==> src/rtl/cfgseq_pkg.sv <==
package cfgseq_pkg;
  typedef enum logic [2:0] {
    M_OFF  = 3'd0,
    M_RST  = 3'd1,
    M_CFG  = 3'd2,
    M_INIT = 3'd3,
    M_USER = 3'd4
  } mode_e;

  typedef struct packed {
    logic       wid32;
    logic       dp_en;
    logic [1:0] ratio;
    logic       pull;
    logic       nce;
    logic       en;
  } ctrl_t;

  function automatic logic [31:0] ctrl_to_word(ctrl_t c);
    return {22'd0, c.wid32, c.dp_en, c.ratio, 3'd0, c.pull, c.nce, c.en};
  endfunction

  function automatic ctrl_t word_to_ctrl(logic [31:0] w);
    ctrl_t c;
    c.wid32 = w[9];
    c.dp_en = w[8];
    c.ratio = w[7:6];
    c.pull  = w[2];
    c.nce   = w[1];
    c.en    = w[0];
    return c;
  endfunction
endpackage

==> src/rtl/cfgseq_regs.sv <==
module cfgseq_regs
  import cfgseq_pkg::*;
#(
  parameter int ADDR_W = 4,
  parameter int MSEL_W = 5
) (
  input  logic              clk_i,
  input  logic              rst_ni,
  input  logic              wr_i,
  input  logic [ADDR_W-1:0] addr_i,
  input  logic [31:0]       wdata_i,
  input  logic [MSEL_W-1:0] msel_i,
  input  mode_e             mode_i,
  output ctrl_t             ctrl_o,
  output logic [31:0]       rdata_o
);
  localparam logic [ADDR_W-1:0] A_STAT = ADDR_W'(0);
  localparam logic [ADDR_W-1:0] A_CTRL = ADDR_W'(4);
  localparam int PAD_W = 32 - 3 - MSEL_W;

  ctrl_t             ctrl_q;
  logic [MSEL_W-1:0] msel_q;
  logic              cap_q;

  always_ff @(posedge clk_i or negedge rst_ni) begin
    if (!rst_ni) begin
      ctrl_q <= '0;
    end else if (wr_i && addr_i == A_CTRL) begin
      ctrl_q <= word_to_ctrl(wdata_i);
    end
  end

  // mode-select pins latched once, first clock out of reset
  always_ff @(posedge clk_i or negedge rst_ni) begin
    if (!rst_ni) begin
      msel_q <= '0;
      cap_q  <= 1'b0;
    end else if (!cap_q) begin
      msel_q <= msel_i;
      cap_q  <= 1'b1;
    end
  end

  always_comb begin
    case (addr_i)
      A_STAT:  rdata_o = {{PAD_W{1'b0}}, msel_q, mode_i};
      A_CTRL:  rdata_o = ctrl_to_word(ctrl_q);
      default: rdata_o = '0;
    endcase
  end

  assign ctrl_o = ctrl_q;

  AST_CTRL_KEEP: assert property (@(posedge clk_i) disable iff (!rst_ni)
    (!wr_i || addr_i != A_CTRL) |=> $stable(ctrl_q));
  AST_MSEL_FROZEN: assert property (@(posedge clk_i) disable iff (!rst_ni)
    cap_q |=> $stable(msel_q));
endmodule

==> src/rtl/cfgseq_fsm.sv <==
module cfgseq_fsm
  import cfgseq_pkg::*;
#(
  parameter int PULSES  = 4,
  parameter int RATIO_W = 2
) (
  input  logic  clk_i,
  input  logic  rst_ni,
  input  ctrl_t ctrl_i,
  input  logic  fab_status_i,
  input  logic  fab_done_i,
  output mode_e mode_o,
  output logic  dclk_o
);
  localparam int CNT_W = $clog2(PULSES + 1);
  localparam int DIV_W = (2 ** RATIO_W) - 1;

  mode_e            mode_q, mode_d;
  logic [DIV_W-1:0] div_q;
  logic [CNT_W-1:0] cnt_q;
  logic [DIV_W:0]   span;
  logic             pulse, last;

  assign span  = ((DIV_W + 1)'(1) << ctrl_i.ratio) - (DIV_W + 1)'(1);
  assign pulse = ctrl_i.en && mode_q == M_INIT && div_q == span[DIV_W-1:0];
  assign last  = cnt_q == CNT_W'(PULSES - 1);

  always_comb begin
    mode_d = mode_q;
    if (ctrl_i.en) begin
      case (mode_q)
        M_OFF:  if (ctrl_i.pull) mode_d = M_RST;
        M_RST:  if (!ctrl_i.pull) mode_d = M_CFG;
        M_CFG: begin
          if (ctrl_i.pull || !fab_status_i) mode_d = M_RST;
          else if (fab_done_i && !ctrl_i.dp_en) mode_d = M_INIT;
        end
        M_INIT: begin
          if (ctrl_i.pull) mode_d = M_RST;
          else if (pulse && last) mode_d = M_USER;
        end
        M_USER: if (ctrl_i.pull) mode_d = M_RST;
        default: mode_d = M_OFF;
      endcase
    end
  end

  always_ff @(posedge clk_i or negedge rst_ni) begin
    if (!rst_ni) mode_q <= M_OFF;
    else         mode_q <= mode_d;
  end

  // pacing of the trailing configuration clocks, frozen while disabled
  always_ff @(posedge clk_i or negedge rst_ni) begin
    if (!rst_ni) begin
      div_q <= '0;
      cnt_q <= '0;
    end else if (ctrl_i.en) begin
      if (mode_q != M_INIT) begin
        div_q <= '0;
        cnt_q <= '0;
      end else if (pulse) begin
        div_q <= '0;
        cnt_q <= cnt_q + 1'b1;
      end else begin
        div_q <= div_q + 1'b1;
      end
    end
  end

  assign mode_o = mode_q;
  assign dclk_o = pulse;

  AST_MODE_LEGAL: assert property (@(posedge clk_i) disable iff (!rst_ni)
    mode_q inside {M_OFF, M_RST, M_CFG, M_INIT, M_USER});
  AST_HOLD_WHEN_OFF: assert property (@(posedge clk_i) disable iff (!rst_ni)
    !ctrl_i.en |=> $stable(mode_q));
  AST_OFF_EXIT: assert property (@(posedge clk_i) disable iff (!rst_ni)
    mode_q == M_OFF |=> mode_q inside {M_OFF, M_RST});
  AST_USER_VIA_INIT: assert property (@(posedge clk_i) disable iff (!rst_ni)
    (mode_q != M_INIT && mode_q != M_USER) |=> mode_q != M_USER);
  AST_PULSE_IN_INIT: assert property (@(posedge clk_i) disable iff (!rst_ni)
    dclk_o |-> mode_q == M_INIT);
endmodule

==> src/rtl/cfgseq_top.sv <==
module cfgseq_top
  import cfgseq_pkg::*;
#(
  parameter int ADDR_W  = 4,
  parameter int MSEL_W  = 5,
  parameter int DATA_W  = 32,
  parameter int PULSES  = 4,
  parameter int RATIO_W = 2
) (
  input  logic              clk_i,
  input  logic              rst_ni,
  input  logic              reg_wr_i,
  input  logic [ADDR_W-1:0] reg_addr_i,
  input  logic [31:0]       reg_wdata_i,
  output logic [31:0]       reg_rdata_o,
  input  logic [MSEL_W-1:0] msel_i,
  input  logic              cfg_word_we_i,
  input  logic [DATA_W-1:0] cfg_word_i,
  output logic              fab_word_vld_o,
  output logic [DATA_W-1:0] fab_word_o,
  output logic              fab_pull_o,
  output logic              fab_ce_no,
  output logic              fab_dclk_o,
  input  logic              fab_status_i,
  input  logic              fab_done_i
);
  ctrl_t             ctrl;
  mode_e             mode;
  logic              take;
  logic              vld_q;
  logic [DATA_W-1:0] word_q;

  cfgseq_regs #(.ADDR_W(ADDR_W), .MSEL_W(MSEL_W)) u_regs (
    .clk_i   (clk_i),
    .rst_ni  (rst_ni),
    .wr_i    (reg_wr_i),
    .addr_i  (reg_addr_i),
    .wdata_i (reg_wdata_i),
    .msel_i  (msel_i),
    .mode_i  (mode),
    .ctrl_o  (ctrl),
    .rdata_o (reg_rdata_o)
  );

  cfgseq_fsm #(.PULSES(PULSES), .RATIO_W(RATIO_W)) u_fsm (
    .clk_i        (clk_i),
    .rst_ni       (rst_ni),
    .ctrl_i       (ctrl),
    .fab_status_i (fab_status_i),
    .fab_done_i   (fab_done_i),
    .mode_o       (mode),
    .dclk_o       (fab_dclk_o)
  );

  assign take = cfg_word_we_i && ctrl.en && ctrl.dp_en;

  always_ff @(posedge clk_i or negedge rst_ni) begin
    if (!rst_ni) begin
      vld_q  <= 1'b0;
      word_q <= '0;
    end else begin
      vld_q <= take;
      if (take) word_q <= cfg_word_i;
    end
  end

  assign fab_word_vld_o = vld_q;
  assign fab_word_o     = word_q;
  assign fab_pull_o     = ctrl.en && ctrl.pull;
  assign fab_ce_no      = ctrl.en ? ctrl.nce : 1'b1;

  AST_WORD_GATED: assert property (@(posedge clk_i) disable iff (!rst_ni)
    (cfg_word_we_i && !(ctrl.en && ctrl.dp_en)) |=> !fab_word_vld_o);
  AST_WORD_HELD: assert property (@(posedge clk_i) disable iff (!rst_ni)
    !cfg_word_we_i |=> $stable(fab_word_o));
endmodule

==> config.mk <==
export PLATFORM = sky130hd
export DESIGN_NAME = cfgseq_top
export DESIGN_NICKNAME = d
export VERILOG_FILES = /design/src/rtl/cfgseq_pkg.sv /design/src/rtl/cfgseq_regs.sv /design/src/rtl/cfgseq_fsm.sv /design/src/rtl/cfgseq_top.sv
export SDC_FILE = /design/constraint.sdc
export NUM_CORES = 1
export LEC_CHECK = 0
export BUFFER_PORTS_ARGS = -buffer_cell sky130_fd_sc_hd__buf_2
export CORE_MARGIN = 8
export CORE_UTILIZATION = 35
export DETAILED_ROUTE_END_ITERATION = 16
export GPL_TIMING_DRIVEN = 1
export PLACE_DENSITY = 0.63
export REMOVE_ABC_BUFFERS = 1
export SLEW_MARGIN = 40
export SYNTH_ARGS = -nofsm -noshare
export SYNTH_HDL_FRONTEND = slang
export SYNTH_SLANG_ARGS = --single-unit
==> constraint.sdc <==
create_clock -name clk_i -period 2.3 [get_ports clk_i]
set_input_delay 0.23 -clock clk_i [delete_from_list [all_inputs] [get_ports clk_i]]
set_output_delay 0.23 -clock clk_i [all_outputs]
set_load 0.02 [all_outputs]
==> impl_results.md, run 1 <==
* Status: complete, no violations
* Dominant synthesized flop cell: dfrtp_1
* Final Core Density at 45.3%
* Post-Route Setup TNS at 0 ns
* Most common cell after layout, fill and taps aside: buf_2
* Vias per cell at 4.59
* Total chip power at 3.66 mW
* Final setup fails at 0
* Cts bufs inserted at 5
* Startpoint Class: flip-flop
* Final worst path period need at around 2.1 ns
* Critical path peak fanout at 6
* Final hold vios at 0
* Avg Inst Size Synth at ~13 um2
* CTS tree: done
* Layout cells sized above 1 at 54.1%
* GRT Total Usage at 11.8%
* Die footprint at 0.0105 mm2
* Worst Path Buf+Inv at 1
* CP arrival at 1.85 ns
* Crit path depth at 4
* Global-route wire length before repair at 9780 um
* RSZ-0062 raised after global routing: no
* Final GP Congestion at 0.842
* Maximum buffer depth of the clock tree at 2
* Most frequent cells in the layout: 99 x buf_2, 55 x dfrtp_1, 45 x mux2_2
* Worst reg-to-reg path cell count at 4
* Clock transition at the registers of the reported paths at ~0.10 ns
* Max IR drop VDD at roughly 0.00068 V
* Synth area leader: dfrtp_1
* Initial DRT Pass Iterations at 4
* Worst-path cell chain: nor4b_4, o31ai_4, a211oi_4, buf_2
* Post-CTS sizing at 0
* Worst EP required at 2.07 ns
* DRT Wirelength at 6050 um
* Initial Util at 36.1%
* Post-route clock period utilization at 90.4%
* DP Wirelength at 4880 um
* Family with the most delay on the worst path: compound AO/OA/AOI/OAI gates
* Hold Startpoint: cfg_word_i[12]
* Syn Std Cell Area at 0.00262 mm2
* Hold endpoint: fab_word_o[12]$_DFFE_PN0P_
* Crit Path Category: flip-flop to output port
* Max_cap viols at 0
* Antenna diodes at 0
* CTS root buf: clkbuf_8
* H-tree depth at 2
* GRT overflow at 0
* Leading post-synthesis cells by cell area: dfrtp_1 53%, mux2_2 19%, buf_4 6.3%
* FF-to-FF End: u_fsm.cnt_q[0]$_DFFE_PN0P_
* Max stage delay cell, worst path: dfrtp_1
* Register area share after synthesis at 52.5%
* Ports at 147
* Clk_lat worst skew at 0.30 ns
* Synth Instances at 199
* CTS sink count at 55
* Slew Limit Headroom at 65.4%
* Final nets at 386
* Slew Limit Fails at 0
* Avg WL per Cell at 15.0 um
* Flops & latches, synth at 55
* Port bufs at 99
* Cell variety after synth at 38
* PD cells at 1110 mW/mm2
* Setup Skew at 0.00459 ns
* R2R setup slack at roughly 0.68 ns
* EDFF count, synth at 0
* Vias in the first global route at 2014
* Via count at 1855
* Min-Delay Path Class: input port to flip-flop
* CP Capture Type: output port
* Core Region at 0.00725 mm2
* Slowest stage delay, CP at 0.47 ns
* Chip width at 103 um
* Leakage power at 1.66 nW
* Routed Antenna Nets at 0
* Num rows at 31
* Hold slack at around 0.15 ns
* Worst R2R Start: u_fsm.div_q[2]$_DFFE_PN0P_
* DIE HEIGHT at 103 um
* Initial DRC count at 16
* Async set or reset register ratio after synthesis at 100%
* Worst hold stages at 2
* Initial antenna violation count at 1
* Postcts setup bufs at 0
* Largest net degree at the start of global routing at 35
* Fillers at between 700 and 800
* DR DRC count at 0
* Fmax at around 480 MHz
* Hold_buf cts at 1
* Worst slew pin tran at ~0.52 ns
* Area growth syn-to-layout at 25.4%
* Synth top area share at about 53%
* Synth warnings at 0
==> final cells by class <==
| type | count | area [um2] | share of cell area [%] |
|---|---|---|---|
| tap | 99 | 124 | 3.77 |
| multi-input combinational | 129 | 1090 | 33.1 |
| sequential | 55 | 1380 | 41.9 |
| clock inverter | 2 | 35.0 | 1.07 |
| inverter | 9 | 33.8 | 1.03 |
| clock buffer | 6 | 82.6 | 2.51 |
| timing repair buffer | 104 | 548 | 16.7 |
==> report_power, final <==
part | internal (mW) | switching (mW)
Clock | 0.353 | 0.308
Combinational | 0.618 | 0.836
Sequential | 1.32 | 0.224
==> layer usage <==
layer,track usage [%],vias to the layer above,routed length [um],part of all wire (%)
met5,0,-,13,0.21
met2,17.5,92,2630,44
met4,3.39,2,64,1.1
met1,14.0,876,2460,41
met3,7.09,7,883,15
li1,-,878,-,-
==> state kept, by name, indices dropped and copies added (netlist names) <==
signal	count
u_fsm.cnt_q	3
u_fsm.div_q	3
fab_word_o	32
u_fsm.mode_o	3
u_regs.cap_q	1
u_regs.msel_q	5
u_regs.ctrl_o	7
fab_word_vld_o	1
==> logic make-up (layout without fill, tap and decap cells) <==
kind of cell	after synthesis	in the layout	synth area share, %
AO/OA/AOI/OAI	23	23	8.02
adder cells (fa/ha/maj)	3	3	1.43
buffers and inverters	36	121	9.02
flip-flops	55	55	52.5
multiplexers	45	45	19.3
other	2	23	0.287
AND/OR/NAND/NOR	35	35	9.40
==> how the worst max path moves through the flow <==
stage,from,endpoint,slack (ns)
after floorplan,u_regs.ctrl_o[0]$_DFFE_PN0P_,fab_word_o[0]$_DFFE_PN0P_,0.22
after global placement,u_regs.ctrl_o[4]$_DFFE_PN0P_,fab_dclk_o,0.56
after detailed placement,u_regs.ctrl_o[4]$_DFFE_PN0P_,fab_dclk_o,0.55
after CTS,u_regs.ctrl_o[4]$_DFFE_PN0P_,fab_dclk_o,0.20
after global routing,u_regs.ctrl_o[4]$_DFFE_PN0P_,fab_dclk_o,0.09
final,u_regs.ctrl_o[4]$_DFFE_PN0P_,fab_dclk_o,0.22
==> cells in the mapped netlist, drive strengths merged (2+ instances only) <==
cell / instances
dfrtp: 55
ha: 3
a22o: 7
o21ai: 2
inv: 9
nor2: 4
nor4b: 2
buf: 27
nor4: 2
nand4: 4
and2: 6
a21oi: 2
nand2: 5
mux2: 45
nand3: 4
conb: 2
==> through the flow <==
| stage | worst slack, ns | area, um2 | std cells |
|---|---|---|---|
| 4_1_cts | 0.204 | 3290 | 404 |
| 6_report | 0.221 | 3290 | 404 |
| 2_1_floorplan | 0.222 | 2500 | 193 |
| 3_3_place_gp | 0.562 | 3160 | 395 |
| 3_5_place_dp | 0.545 | 3160 | 395 |
| 5_1_grt | 0.0939 | 3290 | 404 |
No activity file was read; power rests on OpenSTA's default activity.
==> inputs of run 2 (changes only) <==
==> constraint.sdc (replaced) <==
create_clock -name clk_i -period 2.2 [get_ports clk_i]
set_input_delay 0.22 -clock clk_i [delete_from_list [all_inputs] [get_ports clk_i]]
set_output_delay 0.22 -clock clk_i [all_outputs]
set_load 0.02 [all_outputs]
==> impl_results.md, run 2 (same netlist as run 1, synthesis figures left out) <==
* Crit path depth at 4
* Routed Antenna Nets at 0
* DIE HEIGHT at just over 100 um
* Layout cells sized above 1 at a little over half
* Total chip power at 3.68 mW
* Setup Skew at 0.00768 ns
* Worst slew pin tran at 0.525 ns
* Via count at 1849
* Final worst path period need at 2.04 ns
* Vias in the first global route at 2011
* Critical path peak fanout at 6
* Port bufs at 99
* Combinational share of power at between 40 and 50%
* Post-place setup slack at 0.447 ns
* Largest net degree at the start of global routing at 35
* Worst reg-to-reg path cell count at 5
* Num rows at 31
* Post-CTS sizing at 0
* Final hold vios at 0
* Min-Delay Path Class: input port to flip-flop
* Reg power frac at 44.1%
* Final GP Congestion at 0.840
* DR DRC count at 0
* Clock share of power at approximately 15%
* Net Switching at 1.42 mW
* Worst hold stages at 2
* Leakage power at about 1.7 nW
* Core Region at 0.00725 mm2
* CTS tree: done
* Internal power at 2.26 mW
* Initial Util at 36.1%
* CTS root buf: clkbuf_8
* DRT Wirelength at between 6000 and 7000 um
* Family with the most delay on the worst path: simple AND/OR/NAND/NOR gates
* Slew Limit Headroom at 65.0%
* Die footprint at 0.0105 mm2
* Startpoint Class: flip-flop
* Initial DRT Pass Iterations at 4
* Slowest stage delay, CP at 0.46 ns
* RSZ-0062 raised after global routing: no
* CP Capture Type: output port
* GRT Total Usage at 11.6%
* Post-route clock period utilization at 92.9%
* GRT overflow at 0
* Max reg flops at 32
* Crit Path Category: flip-flop to output port
* CTS sink count at 55
* Sw Share at 38.6%
* Final setup fails at 0
* DP Wirelength at around 4800 um
* Chip width at 103 um
* Cts bufs inserted at 5
* Fillers at 717
* Initial DRC count at 34
* Avg WL per Cell at 14.9 um
* Most common cell after layout, fill and taps aside: buf_2
* H-tree depth at 2
* Maximum buffer depth of the clock tree at 2
* Vias per cell at 4.54
* Clock transition at the registers of the reported paths at 0.10 ns
* Antenna diodes at 0
* Ports at 147
* Max_cap viols at 0
* CP arrival at 1.82 ns
* Final Worst Setup Slack at 0.157 ns
* Max stage delay cell, worst path: dfrtp_1
* Area growth syn-to-layout at 25.0%
* Status: complete, no violations
* PD cells at 1120 mW/mm2
* Global-route wire length before repair at 9630 um
* Clk_lat worst skew at 0.30 ns
* Inst Count DP at around 400
* Initial antenna violation count at 0
* Worst Path Buf+Inv at 1
* Post-Route Setup TNS at 0 ns
* Final nets at roughly 390
* Post-Layout Cell Count at 407
* Worst-path cell chain: nor4_1, nand2_1, a211oi_4, buf_2
* Max IR drop VDD at roughly 0.00063 V
* Worst EP required at 1.98 ns
* Fmax at approximately 490 MHz
* Most frequent cells in the layout: 99 x buf_2, 55 x dfrtp_1, 45 x mux2_2
* Slew Limit Fails at 0
## run 2: metal layers
metal	track usage [%]	routed length, um	vias up
li1	-	-	884
met1	12.9	2440	869
met2	18.0	2650	92
met3	7.49	914	4
met4	3.39	46	0
met5	0	0	-
## run 2: worst paths after layout
| path | startpoint | end | slack (ns) |
|---|---|---|---|
| max in group asynchronous | rst_ni | fab_word_o[21]$_DFFE_PN0P_ | 1.22 |
| min in group asynchronous | rst_ni | fab_word_o[11]$_DFFE_PN0P_ | 0.41 |
| setup / recovery | u_regs.ctrl_o[4]$_DFFE_PN0P_ | fab_dclk_o | 0.16 |
| setup reg to reg | u_fsm.div_q[2]$_DFFE_PN0P_ | u_fsm.cnt_q[0]$_DFFE_PN0P_ | 0.48 |
| hold reg to reg | fab_word_o[0]$_DFFE_PN0P_ | fab_word_o[0]$_DFFE_PN0P_ | 0.51 |
| hold / removal | cfg_word_i[11] | fab_word_o[11]$_DFFE_PN0P_ | 0.14 |
## run 2: repair_timing
item	in CTS	in global routing
hold buffers	1	0
setup endpoints to repair	0	1
buffers inserted	0	2
hold endpoints to repair	21	0
## run 2: layout make-up
class                      count  area [um2]  area share [%]
timing repair buffer         107         571            17.4
tap                           99         124            3.78
sequential                    55        1380            42.0
multi-input combinational    129        1090            33.2
inverter                       9        33.8            1.03
clock inverter                 2        12.5           0.382
clock buffer                   6        72.6            2.21
## run 2: stage by stage
step                instance area, um2  util [%]  hold slack (ns)
global route                      3280      45.2            0.127
floorplan                         2500         -          -0.0756
global placement                  3170      43.7            0.225
detailed placement                3170      43.7            0.223
CTS                               3260      45.0            0.128
finish                            3280      45.2            0.140
## run 2: power groups by stage
| stage | clock (mW) | combinational [mW] | sequential, mW |
|---|---|---|---|
| after floorplan | 0 | 0.623 | 1.99 |
| after global placement | 0 | 1.52 | 1.62 |
| after detailed placement | 0 | 1.54 | 1.63 |
| after CTS | 0.563 | 1.54 | 1.62 |
| after global routing | 0.591 | 1.66 | 1.68 |
| final | 0.538 | 1.52 | 1.62 |
==> inputs of run 3 (changes only) <==
--- a/config.mk
+++ b/config.mk
@@ -10,7 +10,7 @@
 export CORE_UTILIZATION = 35
 export DETAILED_ROUTE_END_ITERATION = 16
 export GPL_TIMING_DRIVEN = 1
-export PLACE_DENSITY = 0.63
+export PLACE_DENSITY = 0.74
 export REMOVE_ABC_BUFFERS = 1
 export SLEW_MARGIN = 40
 export SYNTH_ARGS = -nofsm -noshare
==> impl_results.md, run 3 (same netlist as run 1, synthesis figures left out) <==
* Status: complete, no violations
* DP Wirelength at 4710 um
* Core Region at 0.00725 mm2
* Worst hold stages at 2
* RSZ-0062 raised after global routing: no
* Hold endpoint: u_regs.msel_q[0]$_DFFE_PN0N_
* Slew Limit Headroom at 56.4%
* Area growth syn-to-layout at 27.4%
* Via count at approximately 1900
* Clock transition at the registers of the reported paths at 0.10 ns
* Layout cells sized above 1 at a little over half
* Cts bufs inserted at 5
* Initial DRC count at 21
* Crit Path Category: flip-flop to output port
* Leakage power at between 1.5 and 2 nW
* Vias in the first global route at ~2100
* CTS tree: done
* Hold Startpoint: msel_i[0]
* Num rows at 31
* CP Capture Type: output port
* Largest net degree at the start of global routing at 34
* Vias per cell at approximately 4.6
* Total chip power at 3.95 mW
* Post-route clock period utilization at a little over 90%
* Maximum buffer depth of the clock tree at 2
* Worst slew pin tran at between 0.6 and 0.7 ns
* Slew Limit Fails at 0
* GRT overflow at 0
* R2R setup slack at 0.46 ns
* Initial DRT Pass Iterations at 4
* Worst reg-to-reg path cell count at 5
* Final hold vios at 0
* Final nets at 389
* Most common cell after layout, fill and taps aside: buf_2
* Max IR drop VDD at 0.000554 V
* Final Worst Setup Slack at 0.146 ns
* Antenna diodes at 0
* Fillers at 701
* Most frequent cells in the layout: 99 x buf_2, 55 x dfrtp_1, 45 x mux2_2
* Clk_lat worst skew at 0.30 ns
* Chip width at 103 um
* Final worst path period need at 2.05 ns
* Die footprint at 0.0105 mm2
* Port bufs at 99
* Ports at between 100 and 150
* H-tree depth at 2
* Busiest grt layer: met2
* Initial antenna violation count at 0
* Worst R2R Start: u_fsm.div_q[2]$_DFFE_PN0P_
* M3 GR Usage at 5.20%
* Post-place setup slack at 0.331 ns
* Setup Skew at 0.00501 ns
* M1 GR Usage at 12.1%
* Critical path peak fanout at 6
* GRT Total Usage at 11.4%
* Avg WL per Cell at 14.4 um
* DRT Wirelength at 5840 um
* Worst-path cell chain: nor4_2, nand2_1, a211oi_4, buf_2
* Max reg flops at 32
* Max stage delay cell, worst path: dfrtp_1
* Global-route wire length before repair at 9560 um
* CP arrival at approximately 1.8 ns
* DIE HEIGHT at 103 um
* Min-Delay Path Class: input port to flip-flop
* DR DRC count at 0
* CTS sink count at 55
* Final setup fails at 0
* Startpoint Class: flip-flop
* Fmax at between 400 and 500 MHz
* Met2 usage at 19.8%
* Slowest stage delay, CP at 0.48 ns
* Final GP Congestion at approximately 0.8
* Initial Util at 36.1%
* Worst EP required at roughly 2.0 ns
* FF-to-FF End: u_fsm.cnt_q[0]$_DFFE_PN0P_
* Post-Route Setup TNS at 0 ns
* Max_cap viols at 0
* PD cells at 1180 mW/mm2
* CTS root buf: clkbuf_8
* Routed Antenna Nets at 0
run 3: cell type report:
cell class | count | area [um2] | share of cell area [%]
clock buffer | 5 | 68.8 | 2.06
clock inverter | 3 | 71.3 | 2.14
inverter | 9 | 33.8 | 1.01
multi-input combinational | 129 | 1090 | 32.8
sequential | 55 | 1380 | 41.2
tap | 99 | 124 | 3.71
timing repair buffer | 107 | 571 | 17.1
run 3: worst max-delay path by stage:
stage	start	endpoint	slack, ns
2_1_floorplan	u_regs.ctrl_o[0]$_DFFE_PN0P_	fab_word_o[0]$_DFFE_PN0P_	0.12
3_3_place_gp	u_regs.ctrl_o[4]$_DFFE_PN0P_	fab_dclk_o	0.48
3_5_place_dp	u_regs.ctrl_o[4]$_DFFE_PN0P_	fab_dclk_o	0.33
4_1_cts	u_regs.ctrl_o[4]$_DFFE_PN0P_	fab_dclk_o	0.04
5_1_grt	u_regs.ctrl_o[4]$_DFFE_PN0P_	fab_dclk_o	0.03
6_report	u_regs.ctrl_o[4]$_DFFE_PN0P_	fab_dclk_o	0.15
run 3: worst max-delay path, delay by kind of cell, from the launching register on:
family | cells | cell delay (ns)
buffers and inverters | 1 | 0.21
AND/OR/NAND/NOR | 2 | 0.52
flip-flops | 1 | 0.48
AO/OA/AOI/OAI | 1 | 0.31
run 3: power breakdown:
group          total [mW]  leakage (nW)  internal, mW  switching, mW
sequential           1.63         0.675          1.38          0.245
clock               0.806        0.0703         0.462          0.344
combinational        1.52         0.942         0.655          0.862
run 3: what timing repair did:
item,4_1_cts,5_1_grt
hold buffers,1,0
resized for setup,1,0
endpoints found under the hold margin,28,0
setup endpoints to repair,1,1
setup buffers,0,2
pin swaps,0,1
cloned,0,0
run 3: per-layer routing:
layer / routed length (um) / vias to the layer above
li1: - / 879
met1: 2250 / 894
met2: 2800 / 84
met3: 746 / 5
met4: 43 / 0
met5: 0 / -
run 3: per-stage QoR:
step,area [um2],util (%),hold slack [ns],instances
after floorplan,2500,-,-0.0756,193
after CTS,3320,45.8,0.124,405
after global routing,3340,46.0,0.113,407
after detailed placement,3170,43.7,0.288,396
final,3340,46.0,0.136,407
after global placement,3170,43.7,0.287,396
